$ cat config.mk
export PLATFORM = sky130hd
export DESIGN_NAME = hamming_par_acc
export DESIGN_NICKNAME = d
export VERILOG_FILES = /design/src/rtl/hpa_pkg.sv /design/src/rtl/hpa_lane.sv /design/src/rtl/hpa_ctrl.sv /design/src/rtl/hpa_accum.sv /design/src/rtl/hamming_par_acc.sv
export SDC_FILE = /design/constraint.sdc
export NUM_CORES = 1
export LEC_CHECK = 0
export ABC_AREA = 1
export BUFFER_PORTS_ARGS = -buffer_cell sky130_fd_sc_hd__buf_2
export CELL_PAD_IN_SITES_DETAIL_PLACEMENT = 1
export CELL_PAD_IN_SITES_GLOBAL_PLACEMENT = 1
export CORE_ASPECT_RATIO = 0.5
export CORE_MARGIN = 8
export CORE_UTILIZATION = 42
export DETAILED_ROUTE_END_ITERATION = 7
export GPL_TIMING_DRIVEN = 0
export PLACE_DENSITY_LB_ADDON = 0.1
export SYNTH_ARGS = -nofsm -noshare
export SYNTH_HDL_FRONTEND = slang
export SYNTH_SLANG_ARGS = --single-unit
$ cat constraint.sdc
create_clock -name clk -period 4.58 [get_ports clk]
set_input_delay 0 -clock clk [delete_from_list [all_inputs] [get_ports clk]]
set_output_delay 0 -clock clk [all_outputs]
set_load 0.02 [all_outputs]
$ cat src/rtl/hpa_pkg.sv
package hpa_pkg;
  localparam int BYTE_W   = 8;
  localparam int COL_BITS = $clog2(BYTE_W);
endpackage

$ cat src/rtl/hpa_lane.sv
module hpa_lane #(
  parameter int ROW_BITS = 9,
  localparam int PAR_W = ROW_BITS + hpa_pkg::COL_BITS
) (
  input  logic [hpa_pkg::BYTE_W-1:0] byte_i,
  input  logic [ROW_BITS-1:0]        addr_i,
  input  logic                       live_i,
  output logic [PAR_W-1:0]           ev_o,
  output logic [PAR_W-1:0]           od_o
);
  import hpa_pkg::*;

  logic bpar;

  always_comb begin
    bpar = ^byte_i;
    ev_o = '0;
    od_o = '0;
    // column terms: split bit positions by each bit of their index
    for (int j = 0; j < COL_BITS; j++) begin
      for (int b = 0; b < BYTE_W; b++) begin
        if (((b >> j) & 1) == 1) ev_o[j] = ev_o[j] ^ byte_i[b];
        else                     od_o[j] = od_o[j] ^ byte_i[b];
      end
    end
    // row terms: split byte parity by each bit of the page offset
    for (int k = 0; k < ROW_BITS; k++) begin
      ev_o[COL_BITS+k] = bpar &  addr_i[k];
      od_o[COL_BITS+k] = bpar & ~addr_i[k];
    end
    if (!live_i) begin
      ev_o = '0;
      od_o = '0;
    end
  end
endmodule

$ cat src/rtl/hpa_ctrl.sv
module hpa_ctrl #(
  parameter int CS_W  = 3,
  parameter int CNT_W = 10
) (
  input  logic             clk,
  input  logic             rst,
  input  logic             clear_i,
  input  logic             en_i,
  input  logic             valid_i,
  input  logic [CS_W-1:0]  bus_cs_i,
  input  logic [CS_W-1:0]  sel_cs_i,
  input  logic             wide_i,
  input  logic [CNT_W-1:0] count_i,
  output logic             accept_o,
  output logic [CNT_W-1:0] cnt_q,
  output logic             done_q
);
  logic             hit;
  logic [CNT_W-1:0] step;
  logic [CNT_W-1:0] nxt;

  always_comb begin
    hit      = en_i && valid_i && (bus_cs_i == sel_cs_i);
    accept_o = hit && !done_q && !clear_i;
    step     = wide_i ? CNT_W'(2) : CNT_W'(1);
    nxt      = cnt_q + step;
  end

  always_ff @(posedge clk) begin
    if (rst || clear_i) begin
      cnt_q  <= '0;
      done_q <= 1'b0;
    end else if (accept_o) begin
      cnt_q  <= nxt;
      done_q <= (nxt >= count_i);
    end
  end


  done_cause_chk: assert property (@(posedge clk) disable iff (rst)
    $rose(done_q) |-> $past(accept_o));


  offset_moves_chk: assert property (@(posedge clk) disable iff (rst)
    accept_o |=> (cnt_q != $past(cnt_q)));
endmodule

$ cat src/rtl/hpa_accum.sv
module hpa_accum #(
  parameter int PAR_W = 12,
  parameter int LANES = 2
) (
  input  logic                        clk,
  input  logic                        rst,
  input  logic                        clear_i,
  input  logic                        accept_i,
  input  logic [LANES-1:0][PAR_W-1:0] ev_i,
  input  logic [LANES-1:0][PAR_W-1:0] od_i,
  output logic [PAR_W-1:0]            ev_q,
  output logic [PAR_W-1:0]            od_q
);
  logic [PAR_W-1:0] ev_sum, od_sum;

  always_comb begin
    ev_sum = '0;
    od_sum = '0;
    for (int l = 0; l < LANES; l++) begin
      ev_sum = ev_sum ^ ev_i[l];
      od_sum = od_sum ^ od_i[l];
    end
  end

  always_ff @(posedge clk) begin
    if (rst || clear_i) begin
      ev_q <= '0;
      od_q <= '0;
    end else if (accept_i) begin
      ev_q <= ev_q ^ ev_sum;
      od_q <= od_q ^ od_sum;
    end
  end


  clear_zero_chk: assert property (@(posedge clk) disable iff (rst)
    clear_i |=> (ev_q == '0) && (od_q == '0));

  for (genvar j = 1; j < PAR_W; j++) begin : g_pair

    pair_match_chk: assert property (@(posedge clk) disable iff (rst)
      (ev_q[j] ^ od_q[j]) == (ev_q[0] ^ od_q[0]));
  end
endmodule

$ cat src/rtl/hamming_par_acc.sv
module hamming_par_acc #(
  parameter int DATA_W    = 16,
  parameter int MAX_BYTES = 512,
  parameter int CS_W      = 3,
  localparam int ROW_BITS = $clog2(MAX_BYTES),
  localparam int PAR_W    = ROW_BITS + hpa_pkg::COL_BITS,
  localparam int CNT_W    = ROW_BITS + 1
) (
  input  logic              clk,
  input  logic              rst,
  input  logic              cfg_en,
  input  logic [CS_W-1:0]   cfg_cs,
  input  logic              cfg_wide,
  input  logic [CNT_W-1:0]  cfg_count,
  input  logic              cfg_clear,
  input  logic              bus_valid,
  input  logic [CS_W-1:0]   bus_cs,
  input  logic [DATA_W-1:0] bus_data,
  output logic [PAR_W-1:0]  par_even,
  output logic [PAR_W-1:0]  par_odd,
  output logic              done
);
  import hpa_pkg::*;

  localparam int LANES = DATA_W / BYTE_W;

  logic                        accept;
  logic                        wide_eff;
  logic [CNT_W-1:0]            cnt_q;
  logic [LANES-1:0][PAR_W-1:0] lane_ev, lane_od;

  assign wide_eff = cfg_wide && (LANES > 1);

  hpa_ctrl #(.CS_W(CS_W), .CNT_W(CNT_W)) u_ctrl (
    .clk(clk), .rst(rst), .clear_i(cfg_clear), .en_i(cfg_en),
    .valid_i(bus_valid), .bus_cs_i(bus_cs), .sel_cs_i(cfg_cs),
    .wide_i(wide_eff), .count_i(cfg_count), .accept_o(accept),
    .cnt_q(cnt_q), .done_q(done)
  );

  for (genvar l = 0; l < LANES; l++) begin : g_lane
    logic [ROW_BITS-1:0] addr;
    assign addr = cnt_q[ROW_BITS-1:0] + ROW_BITS'(l);
    hpa_lane #(.ROW_BITS(ROW_BITS)) u_lane (
      .byte_i(bus_data[l*BYTE_W +: BYTE_W]),
      .addr_i(addr),
      .live_i((l == 0) || wide_eff),
      .ev_o(lane_ev[l]),
      .od_o(lane_od[l])
    );
  end

  hpa_accum #(.PAR_W(PAR_W), .LANES(LANES)) u_accum (
    .clk(clk), .rst(rst), .clear_i(cfg_clear), .accept_i(accept),
    .ev_i(lane_ev), .od_i(lane_od), .ev_q(par_even), .od_q(par_odd)
  );


  foreign_cs_chk: assert property (@(posedge clk) disable iff (rst)
    (bus_cs != cfg_cs) && !cfg_clear |=> $stable(par_even) && $stable(par_odd) && $stable(cnt_q));


  disabled_chk: assert property (@(posedge clk) disable iff (rst)
    !cfg_en && !cfg_clear |=> $stable(par_even) && $stable(par_odd) && $stable(cnt_q));


  frozen_chk: assert property (@(posedge clk) disable iff (rst)
    done && !cfg_clear |=> done && $stable(par_even) && $stable(par_odd));


  clear_restart_chk: assert property (@(posedge clk) disable iff (rst)
    cfg_clear |=> (cnt_q == '0) && !done);
endmodule

Yosys cells after proc, flatten, opt, wreduce, memory -nomap -nowiden
Index checks and enable logic that the tools add are counted.
W data, S select, Z words.
{ "word_totals": {"word_cells": 112, "register_bits": 35} }
{ "op_classes": {"reduce_logical": 9, "n_eq_ne": 1, "addsub": 2, "n_bitwise": 92, "n_lt_le_gt_ge": 1, "n_mux": 3} }
{ "op_table": {"columns": ["op", "count"], "rows": [
  ["$xor A12 B12 Y12", 4],
  ["$and A1 B1 Y1", 36],
  ["$xor A1 B1 Y1", 34],
  ["$mux W12", 2],
  ["$not A1 Y1", 18],
  ["$reduce_xor A8 Y1", 2],
  ["$add A10 B10 Y10", 1],
  ["$ge A10 B10 Y1", 1],
  ["$add A9 B1 Y9 const B", 1],
  ["$logic_and A1 B1 Y1", 4],
  ["$eq A3 B3 Y1", 1],
  ["$logic_not A1 Y1", 2],
  ["$mux W2", 1],
  ["$logic_or A1 B1 Y1", 1]
]} }

Longest topological paths before layout
Gate-level depths: netlist of the first run.
{ "logic_depth": {"ltp_word": 6, "ltp_mapped": 15, "mapped_depth_nobuf": 14} }

Cells and area by module
Synthesis of the first run repeated with hierarchy kept, for this count alone.
{ "unflattened": {"cells_unflattened": 681, "hier_area_um2": 3744.8} }
{ "modules_own_cells": {"columns": ["mod", "instances", "seq_area_each_um2", "cells_each", "area_per_inst_um2"], "rows": [
  ["hpa_accum", 1, 480.5, 296, 1597.8],
  ["hpa_lane", 2, 0.0, 101, 510.5],
  ["hpa_ctrl", 1, 220.2, 146, 948.4],
  ["hamming_par_acc", 1, 0.0, 37, 177.7]
]} }

Worst setup path before layout of the first run
OpenSTA, ideal clock, no wires.
{ "synth_path": {"kind": "reg-to-reg", "startpoint": "reg u_ctrl.cnt_q[1]", "endpoint": "reg u_ctrl.done_q", "setup_time_ns": 0.114, "t_arrival_ns": 2.225, "required_ns": 4.466, "slack_ns": 2.241, "stages_incl_launch_ff": 14, "period_less_slack_ns": 2.339, "cell_sequence": "dfxtp_1 -> ha_1 -> a21oi_1 -> nor2_1 -> nand3_1 -> nor4_1 -> xor2_1 -> ha_1 -> nand2_1 -> nor2_1 -> a211oi_1 -> nand4_1 -> a21oi_1 -> nor2_1"} }
{ "synth_via": {"elab_chain_len": 2} }
{ "synth_rtl": {"columns": ["item", "line", "source"], "rows": [
  ["start, declared", "hpa_ctrl.sv:15", "output logic [CNT_W-1:0] cnt_q,"],
  ["start signal, assigned", "hpa_ctrl.sv:34", "cnt_q <= nxt;"],
  ["$add A10 B10 Y10", "hpa_ctrl.sv:26", "nxt = cnt_q + step;"],
  ["named net u_ctrl.nxt[9]", "hpa_ctrl.sv:20", "logic [CNT_W-1:0] nxt;"],
  ["$ge A10 B10 Y1", "hpa_ctrl.sv:35", "done_q <= (nxt >= count_i);"],
  ["end signal, assigned", "hpa_ctrl.sv:35", null],
  ["end, declared", "hpa_ctrl.sv:16", "output logic done_q"]
]} }
The timed path passes the listed nets, and every way through them passes these cells.
A chain may end at the register's enable or synchronous reset.

Worst setup path after layout of the first run
Same ends and word-level chain as after synthesis.

==> flow_summary_export.csv, run 1 <==
group,metric,value,unit
yosys,yosys.cell_types.count,31,
clocking,clockBufferDepth,2,
yosys,synth.ff_latch_count,35,
layout,layout_commonest_cell,"nand2_1",
power,ir_worst_vdd,0.116,mV
clocking,htreeDepth,2,
clocking,hold_buffers,0,
sta,rsz0062_at_grt,"false",
yosys,syn-num-nets,620,
grt,grt_usage,0.199,
grt,grt_pass1_vias,3803,
sta,relSlewSlack,0.605,
grt,grt_overflow,0,
floorplanning,start_util,0.429,
yosys,yosys_warnings,0,
detailed_routing,wl_per_cell,14.9,um
yosys,seq_area_frac_synth,0.205,
clocking,clkSlewWorstSetupHoldPaths,0.05,ns
place,place_hpwl,9000,um
sta,fmax,357,MHz
sta,layout_min_cycle_time,2.80,ns
yosys,avgSynthCellArea,6.00,um2
sta,setup_viol,0,
grt,grt_pass1_wl,18400,um
detailed_routing,drtIter0Drc,182,
worst_hold_path,hp-class,"input port to flip-flop",
worst_setup_path,worstSetupStartpointType,"flip-flop",
yosys,synth_area,0.00341,mm2
floorplanning,fp.dieH,79.7,um
detailed_routing,vias,3890,
detailed_routing,viasPerCell,5.20,
detailed_routing,drt_drc_violations_left,0,
floorplanning,core,0.00794,mm2
clocking,cts_buffers,5,
sta,drv_slew,0,
clocking,cts-root-buf,"clkbuf_16",
clocking,insertion_delay,0.28,ns
floorplanning,dieArea,0.0114,mm2
detailed_routing,routed_wl,11200,um
status,status,"finished clean",
power,leakage,0.00196,uW
sta,skew,0.00800,ns
layout,fillCellCount,1182,
sta,period_share,0.612,
detailed_routing,ant_nets,0,
power,power_density,228,mW/mm2
floorplanning,die_w,143,um
place,port_buffers,62,
job,maxCapViolCount,0,
grt,antenna_found_initial,0,
grt,grt_start_max_net_pins,11,
clocking,cts.sinks,35,
power,finalPower,909,uW
worst_setup_path,crit_type,"flip-flop to flip-flop",
layout,syn_to_final_growth,17.0,%
worst_setup_path,crit_path_end_kind,"flip-flop",
place,place_congestion,0.904,
layout,layout.nets,689,
worst_setup_path,worst_ep_required_time,4.75,ns
detailed_routing,dr.pass1.iters,4,
clocking,cts_tree,"yes",
layout,antenna_cells,0,
sta,worst_pin_slew,0.592,ns
floorplanning,num_rows,23,
sta,tns,0,ns
layout,final_cell_mix,"nand2_1 (156), nor2_1 (102), buf_2 (76), inv_1 (49)",
clocking,cts_resized,0,
sta,finalHoldViolCount,0,
worst_setup_path,cp_max_fo,7,
worst_setup_path,critical_path_arrival,2.97,ns
layout,drive_gt1_frac,0.189,
yosys,synthCells,568,
floorplanning,ios,63,
clocking,post-cts-setup-buffers,0,
[kinds of logic after synthesis]
kind of cell | synth area share
adder cells (fa/ha/maj) | 0.0536
AO/OA/AOI/OAI | 0.0646
XOR/XNOR | 0.0869
buffers and inverters | 0.101
AND/OR/NAND/NOR | 0.488
flip-flops | 0.205
[through the flow]
step	hold slack (ns)	area, um2	worst slack [ns]	util	cells
2_1_floorplan	0.199	3410	2.24	-	568
3_3_place_gp	0.361	3860	1.64	0.486	742
3_5_place_dp	0.358	3860	1.64	0.486	742
4_1_cts	0.0688	3990	1.77	0.502	748
5_1_grt	0.0942	3990	1.45	0.502	748
6_report	0.0624	3990	1.78	0.502	748
[worst max-delay path: stages (launching register included)]
cell and delay (ns):
dfxtp_1 0.42, ha_1 0.34, a21oi_1 0.06, nor2_1 0.23
nand3_1 0.18, nor4_1 0.29, xor2_1 0.24, ha_1 0.29
nand2_1 0.10, nor2_1 0.05, a211oi_1 0.17, nand4_1 0.12
a21oi_1 0.15, nor2_1 0.05
[layout make-up]
type	count	area, um2	area share
Buffer	24	139	0.0348
Clock buffer	6	129	0.0323
Inverter	55	206	0.0517
Multi-Input combinational cell	454	2360	0.593
Sequential cell	35	701	0.176
Tap cell	112	140	0.0351
Timing Repair Buffer	62	310	0.0778
[worst paths after layout]
check | from | to | slack, ns | cells past startpoint
min | rst | u_ctrl.cnt_q[0] | 0.06 | 4
max | u_ctrl.cnt_q[1] | u_ctrl.done_q | 1.78 | 13
max reg2reg | u_ctrl.cnt_q[1] | u_ctrl.done_q | 1.78 | 13
min reg2reg | u_accum.od_q[2] | u_accum.od_q[2] | 0.48 | 2
[synth_stat cells, drive strengths merged]
library cell  number  area, um2
nor3b              1       7.51
a211oi             4       30.0
a21o               2       15.0
a31oi              2       12.5
ha                13        163
nand4             35        219
a21oi             15       75.1
nand3             35        225
fa                 1       20.0
o21ai             16       80.1
nand2            165        671
xnor2             13        121
dfxtp             35        701
nor2             111        439
inv               55        206
nor4               3       18.8
clkbuf             6       22.5
o211ai             1       7.51
buf               18        116
nor3              17       85.1
xor2              20        175
[where the power goes]
group | internal, uW | leakage (uW) | switching, uW
registers | 306 | 0.000282 | 1.13
logic | 95.5 | 0.00162 | 182
clock network | 196 | 0.0000628 | 129
total | 597 | 0.00196 | 312
[layer usage]
metal / global-route usage / vias to the layer above / part of all wire
met2: 0.335 / 94 / 0.44
met5: 0 / - / 0
met1: 0.260 / 1823 / 0.49
li1: - / 1966 / -
met4: 0.0479 / 0 / 0.0073
met3: 0.0340 / 7 / 0.065
[state kept, by name (all words and copies together) (netlist names)]
signal,count
u_accum.ev_q,12
u_ctrl.cnt_q,10
u_ctrl.done_q,1
u_accum.od_q,12
No activity file was read; power rests on OpenSTA's default activity.
==> inputs of run 2 (changes only) <==
--- a/config.mk
+++ b/config.mk
@@ -11,7 +11,7 @@
 export CELL_PAD_IN_SITES_GLOBAL_PLACEMENT = 1
 export CORE_ASPECT_RATIO = 0.5
 export CORE_MARGIN = 8
-export CORE_UTILIZATION = 42
+export CORE_UTILIZATION = 39
 export DETAILED_ROUTE_END_ITERATION = 7
 export GPL_TIMING_DRIVEN = 0
 export PLACE_DENSITY_LB_ADDON = 0.1
==> constraint.sdc (replaced) <==
create_clock -name clk -period 2.8 [get_ports clk]
set_input_delay 0 -clock clk [delete_from_list [all_inputs] [get_ports clk]]
set_output_delay 0 -clock clk [all_outputs]
set_load 0.02 [all_outputs]
==> run 2 against run 1 <==
Against the previous run:
- clock-buffer cell count did not move
- sequential share of layout area fell by 0.17 points
- non-clock buffer count grew 2
- highest routed layer unchanged
- global-route usage fell by 0.32 points
- critical endpoint unchanged
- largest power group unchanged
==> flow_summary_export.csv, run 2 (synthesis gave the netlist of run 1 again) <==
group,metric,value,unit
worst_setup_path,worst_path_max_delay_cell,"dfxtp_2",
clocking,insertion_delay,0.29,ns
layout,layout.nets,691,
detailed_routing,dr.pass1.iters,4,
power,ir_worst_vdd,0.184,mV
status,status,"finished clean",
layout,reg_top3,"u_accum.ev_q x12, u_accum.od_q x12, u_ctrl.cnt_q x10",
worst_setup_path,cpPeakStageDelay,0.38,ns
sta,skew,0.00472,ns
place,port_buffers,62,
sta,period_share,0.937,
worst_setup_path,crit_start,"u_ctrl.cnt_q[1]",
power,finalPower,1490,uW
floorplanning,start_util,0.397,
power,power_density,369,mW/mm2
floorplanning,die_w,148,um
sta,fmax,381,MHz
sta,whs,0.0648,ns
sta,layout_min_cycle_time,2.62,ns
floorplanning,fp.dieH,82.1,um
layout,drive_gt1_frac,0.202,
power,share_comb_of_total_power,0.305,
grt,grt_usage,0.195,
detailed_routing,wl_per_cell,15.1,um
floorplanning,num_rows,24,
detailed_routing,routed_wl,11400,um
floorplanning,ios,63,
power,clockPowerShare,0.358,
sta,finalHoldViolCount,0,
layout,design_area,0.00404,mm2
worst_setup_path,cp_max_fo,7,
floorplanning,core,0.00859,mm2
clocking,cts.sinks,35,
grt,grt_start_max_net_pins,11,
floorplanning,dieArea,0.0122,mm2
power,p_sw,514,uW
sta,drv_slew,0,
grt,grt_overflow,0,
worst_setup_path,critical_path_arrival,2.80,ns
worst_hold_path,hp-class,"input port to flip-flop",
worst_setup_path,crit_buf_inv,0,
detailed_routing,drt_drc_violations_left,0,
clocking,htreeDepth,2,
layout,antenna_cells,0,
power,pwr-share-seq,0.337,
clocking,hold_buffers,0,
job,maxCapViolCount,0,
worst_hold_path,min_from,"rst",
place,place_congestion,0.863,
sta,relSlewSlack,0.576,
detailed_routing,ant_nets,0,
place,dpl_cell_area,0.00387,mm2
clocking,clkSlewWorstSetupHoldPaths,0.06,ns
worst_setup_path,worstSetupStartpointType,"flip-flop",
grt,antenna_found_initial,0,
worst_setup_path,crit_path_end_kind,"flip-flop",
worst_setup_path,r2r_start,"u_ctrl.cnt_q[1]",
layout,final_cell_mix,"nand2_1 (156), nor2_1 (101), buf_2 (76), inv_1 (49), nand4_1 (35)",
sta,tns,0,ns
worst_setup_path,crit_type,"flip-flop to flip-flop",
power,p_sw_frac,0.345,
power,leakage,0.00199,uW
clocking,clockBufferDepth,2,
layout,layout_commonest_cell,"nand2_1",
place,place_hpwl,9170,um
power,internal-power,977,uW
sta,setup_viol,0,
clocking,cts-root-buf,"clkbuf_16",
sta,worst_pin_slew,0.636,ns
layout,syn_to_final_growth,18.5,%
grt,grt_pass1_vias,4069,
detailed_routing,vias,3888,
worst_setup_path,worst_ep_required_time,2.98,ns
clocking,cts_tree,"yes",
worst_setup_path,path_delay_family,"simple AND/OR/NAND/NOR gates",
detailed_routing,viasPerCell,5.15,
layout,stdcell_count,755,
place,place_inst,747,
clocking,cts_buffers,5,
worst_setup_path,path_cells,"ha_1 -> a21oi_1 -> nor2_2 -> nand3_2 -> nor4_4 -> xor2_1 -> ha_1 -> nand2_1 -> nor2_1 -> a211oi_2 -> nand4_1 -> a21oi_1 -> nor2_1",
grt,grt_pass1_wl,19300,um
detailed_routing,drtIter0Drc,159,
run 2: metal layers:
layer | GRT usage | vias to the layer above | part of all wire
met2 | 0.338 | 75 | 0.44
met4 | 0.0616 | 0 | 0.013
met3 | 0.0413 | 15 | 0.049
met1 | 0.244 | 1829 | 0.50
li1 | - | 1969 | -
met5 | 0 | - | 0
run 2: worst min-delay path, stage by stage:
cell	delay [ns]
buf_2	0.08
nor2_1	0.09
o21ai_0	0.10
a21oi_1	0.04
run 2: path summary, 6_finish.rpt:
path / cells past startpoint / end / slack [ns]
setup / recovery: 13 / u_ctrl.done_q / 0.18
hold / removal: 4 / u_ctrl.cnt_q[0] / 0.06
setup reg to reg: 13 / u_ctrl.done_q / 0.18
hold reg to reg: 2 / u_accum.ev_q[1] / 0.48
run 2: power by group through the flow:
stage | Clock, uW | Sequential [uW] | Combinational (uW)
after floorplan | 0 | 514 | 323
after CTS | 542 | 502 | 456
final | 534 | 502 | 454
after global placement | 0 | 513 | 441
after detailed placement | 0 | 513 | 453
after global routing | 571 | 502 | 512
run 2: cell type report:
type	count	area (um2)
plain buffers	24	140
clock buffers	6	129
fillers	1231	4550
inverters	55	206
multi-input cells	454	2390
flip-flops and latches	35	703
well taps	117	146
repair buffers	64	325
run 2: repair_timing:
action / CTS / global route
setup buffers: 0 / 2
pin swaps: 0 / 4
resized for setup: 2 / 7
setup endpoints to repair: 1 / 1
run 2: per-stage QoR:
step            util  worst slack [ns]
6_report       0.471             0.176
4_1_cts        0.466            0.0575
3_5_place_dp   0.450            -0.174
2_1_floorplan      -             0.461
5_1_grt        0.471           -0.0153
3_3_place_gp   0.450            -0.129
==> inputs of run 3 (changes only) <==
--- a/config.mk
+++ b/config.mk
@@ -5,13 +5,12 @@
 export SDC_FILE = /design/constraint.sdc
 export NUM_CORES = 1
 export LEC_CHECK = 0
-export ABC_AREA = 1
 export BUFFER_PORTS_ARGS = -buffer_cell sky130_fd_sc_hd__buf_2
 export CELL_PAD_IN_SITES_DETAIL_PLACEMENT = 1
 export CELL_PAD_IN_SITES_GLOBAL_PLACEMENT = 1
 export CORE_ASPECT_RATIO = 0.5
 export CORE_MARGIN = 8
-export CORE_UTILIZATION = 39
+export CORE_UTILIZATION = 41
 export DETAILED_ROUTE_END_ITERATION = 7
 export GPL_TIMING_DRIVEN = 0
 export PLACE_DENSITY_LB_ADDON = 0.1
==> run 3 against run 2 <==
Against the previous run:
- critical path type unchanged
- flip-flop and latch count unchanged
- final area decreased by 13%
- clock-buffer cell count unchanged
- maximum frequency rose by 2.7%
- setup slack improved by 0.068 ns
- clock skew down 0.00064 ns
- utilization grew 4.5 points
- via count is 24% lower
- critical path depth is 1 lower
- sequential power about the same
- die area is 15% lower
==> flow_summary_export.csv, run 3 <==
group,metric,value,unit
status,status,"finished clean",
clocking,insertion_delay,0.29,ns
yosys,seq_area_frac_synth,0.239,
worst_setup_path,path_cells,"buf_2 -> and3_1 -> buf_6 -> nor2b_1 -> and3_2 -> nand3_1 -> xnor2_1 -> ha_1 -> a211oi_2 -> nand2_1 -> o221ai_1 -> a21oi_1",
layout,final_util,0.515,
sta,fmax,391,MHz
layout,stdcell_count,522,
grt,grt_pass1_vias,3115,
yosys,synth_top_area_frac,0.239,
place,dp_slack,-0.111,ns
worst_setup_path,crit_path_end_kind,"flip-flop",
sta,fin_ws,0.244,ns
place,place_hpwl,7390,um
layout,syn_to_final_growth,19.4,%
place,dpl_cell_area,0.00336,mm2
detailed_routing,routed_wl,9470,um
sta,drv_slew,0,
clocking,cts.sinks,35,
detailed_routing,wl_per_cell,18.1,um
worst_setup_path,worst_path_max_delay_cell,"dfxtp_1",
yosys,yosys.cell_types.count,55,
yosys,synth_top_family_by_area,"simple AND/OR/NAND/NOR gates",
yosys,synth.area.top_cells,"dfxtp_1 (24%), xnor2_1 (10%), xor2_1 (6.3%)",
floorplanning,dieArea,0.0103,mm2
worst_setup_path,crit_buf_inv,2,
worst_setup_path,worst_ep_required_time,2.98,ns
yosys,async_flop_share,0,
sta,finalHoldViolCount,0,
yosys,avgSynthCellArea,8.13,um2
worst_hold_path,hp-class,"input port to flip-flop",
clocking,clockBufferDepth,2,
sta,worst_pin_slew,0.737,ns
detailed_routing,dr.pass1.iters,4,
clocking,cts-root-buf,"clkbuf_16",
worst_setup_path,cpPeakStageDelay,0.30,ns
worst_setup_path,cp_max_fo,8,
layout,antenna_cells,0,
place,place_congestion,0.864,
power,ir_worst_vdd,0.221,mV
worst_setup_path,crit_type,"flip-flop to flip-flop",
grt,antenna_found_initial,0,
yosys,synth.ff_latch_count,35,
floorplanning,num_rows,21,
detailed_routing,viasPerCell,5.64,
detailed_routing,vias,2946,
yosys,post-synth-top-count-cell,"nand2_1",
sta,period_share,0.913,
yosys,synth_area,0.00294,mm2
yosys,synthAdderAreaFrac,0.0622,
yosys,synth_compound_area_frac,0.139,
place,port_buffers,61,
clocking,cts_tree,"yes",
grt,grt_usage,0.188,
grt,grt_start_max_net_pins,12,
sta,layout_min_cycle_time,2.56,ns
yosys,synth_mux_area_frac,0.0239,
floorplanning,core,0.00681,mm2
sta,rsz0062_at_grt,"false",
yosys,synth_edf_count,0,
layout,layout.nets,481,
floorplanning,start_util,0.432,
yosys,synth_area_leader_cell,"dfxtp_1",
grt,grt_overflow,0,
floorplanning,ios,63,
clocking,clkSlewWorstSetupHoldPaths,0.06,ns
clocking,hold_buffers,0,
sta,skew,0.00408,ns
worst_setup_path,path_delay_family,"simple AND/OR/NAND/NOR gates",
yosys,syn-num-nets,413,
yosys,synthCells,361,
clocking,cts_buffers,5,
clocking,htreeDepth,2,
power,leakage,0.00145,uW
sta,relSlewSlack,0.496,
worst_setup_path,worstSetupStartpointType,"flip-flop",
detailed_routing,drtIter0Drc,134,
floorplanning,die_w,136,um
layout,layout_commonest_cell,"buf_2",
yosys,synth_flop_cell,"dfxtp_1",
yosys,synth_commonest_cells,"nand2_1 (38), dfxtp_1 (35), xnor2_1 (35)",
detailed_routing,drt_drc_violations_left,0,
floorplanning,fp.dieH,75.8,um
power,finalPower,1550,uW
yosys,yosys.area_share.simple,0.254,
place,place_inst,514,
yosys,synthXorXnorAreaFrac,0.220,
layout,drive_gt1_frac,0.221,
yosys,yosys_warnings,0,
job,maxCapViolCount,0,
grt,grt_pass1_wl,15200,um
sta,setup_viol,0,
power,power_density,441,mW/mm2
layout,final_cell_mix,"buf_2 (64), nand2_1 (38), xnor2_1 (35), dfxtp_1 (34), nor2_1 (27)",
detailed_routing,ant_nets,0,
layout,reg_top3,"u_accum.ev_q x12, u_accum.od_q x12, u_ctrl.cnt_q x10",
worst_setup_path,critical_path_arrival,2.73,ns
layout,design_area,0.00351,mm2
## run 3: cell count changes after synthesis, sizes merged, moves of 7 or more
cell    change
buf         -8
nand4      -24
nor3        -9
or3        +15
nand2     -126
and3        +8
nor2       -83
inv        -43
mux2i       +7
nand3      -23
xnor2      +26
clkbuf     +12
## run 3: path summary, 6_finish.rpt
check / slack (ns) / endpoint / depth (start not counted) / startpoint
max: 0.24 / u_ctrl.done_q / 12 / u_ctrl.cnt_q[4]
min: 0.1 / u_accum.ev_q[8] / 3 / rst
max reg2reg: 0.24 / u_ctrl.done_q / 12 / u_ctrl.cnt_q[4]
min reg2reg: 0.47 / u_accum.ev_q[4] / 2 / u_accum.ev_q[4]
## run 3: tightest hold or removal path: stages
cell and delay, ns:
buf_2 0.15, or3_1 0.12, mux2i_1 0.06
## run 3: area by class of cell
class | count | area [um2]
plain buffers | 28 | 140
clock buffers | 6 | 129
clock inverters | 2 | 12.5
fillers | 856 | 3300
inverters | 12 | 45.0
multi-input cells | 286 | 2060
flip-flops and latches | 35 | 702
well taps | 92 | 115
repair buffers | 61 | 305
## run 3: timing repair
item | 4_1_cts | 5_1_grt
hold endpoints to repair | 0 | 0
gates resized for setup | 0 | 5
setup endpoints to repair | 0 | 1
setup buffers | 0 | 0
## run 3: where the power goes
group	total (uW)	leakage [uW]	internal, uW	switching, uW
Clock	559	0.0000669	329	230
Sequential	501	0.000282	499	1.17
Combinational	486	0.00110	188	298
## run 3: layer usage
layer,track usage,wire (um),vias up
met1,0.233,4310,1443
met3,0.0441,593,7
met5,0,0,-
li1,-,-,1410
met2,0.323,4480,86
met4,0.0524,74,0
## run 3: through the flow
stage	hold slack, ns	TNS [ns]
2_1_floorplan	0.176	0
3_3_place_gp	0.369	-0.0351
5_1_grt	0.126	0
4_1_cts	0.0860	0
3_5_place_dp	0.382	-0.111
6_report	0.0959	0
## run 3: cells by family (layout without fill, tap and decap cells)
logic type | count (synthesis) | count (layout)
AND/OR/NAND/NOR | 144 | 144
XOR/XNOR | 63 | 63
AO/OA/AOI/OAI | 58 | 58
buffers and inverters | 40 | 109
flip-flops | 35 | 35
adder cells (fa/ha/maj) | 14 | 14
multiplexers | 7 | 7
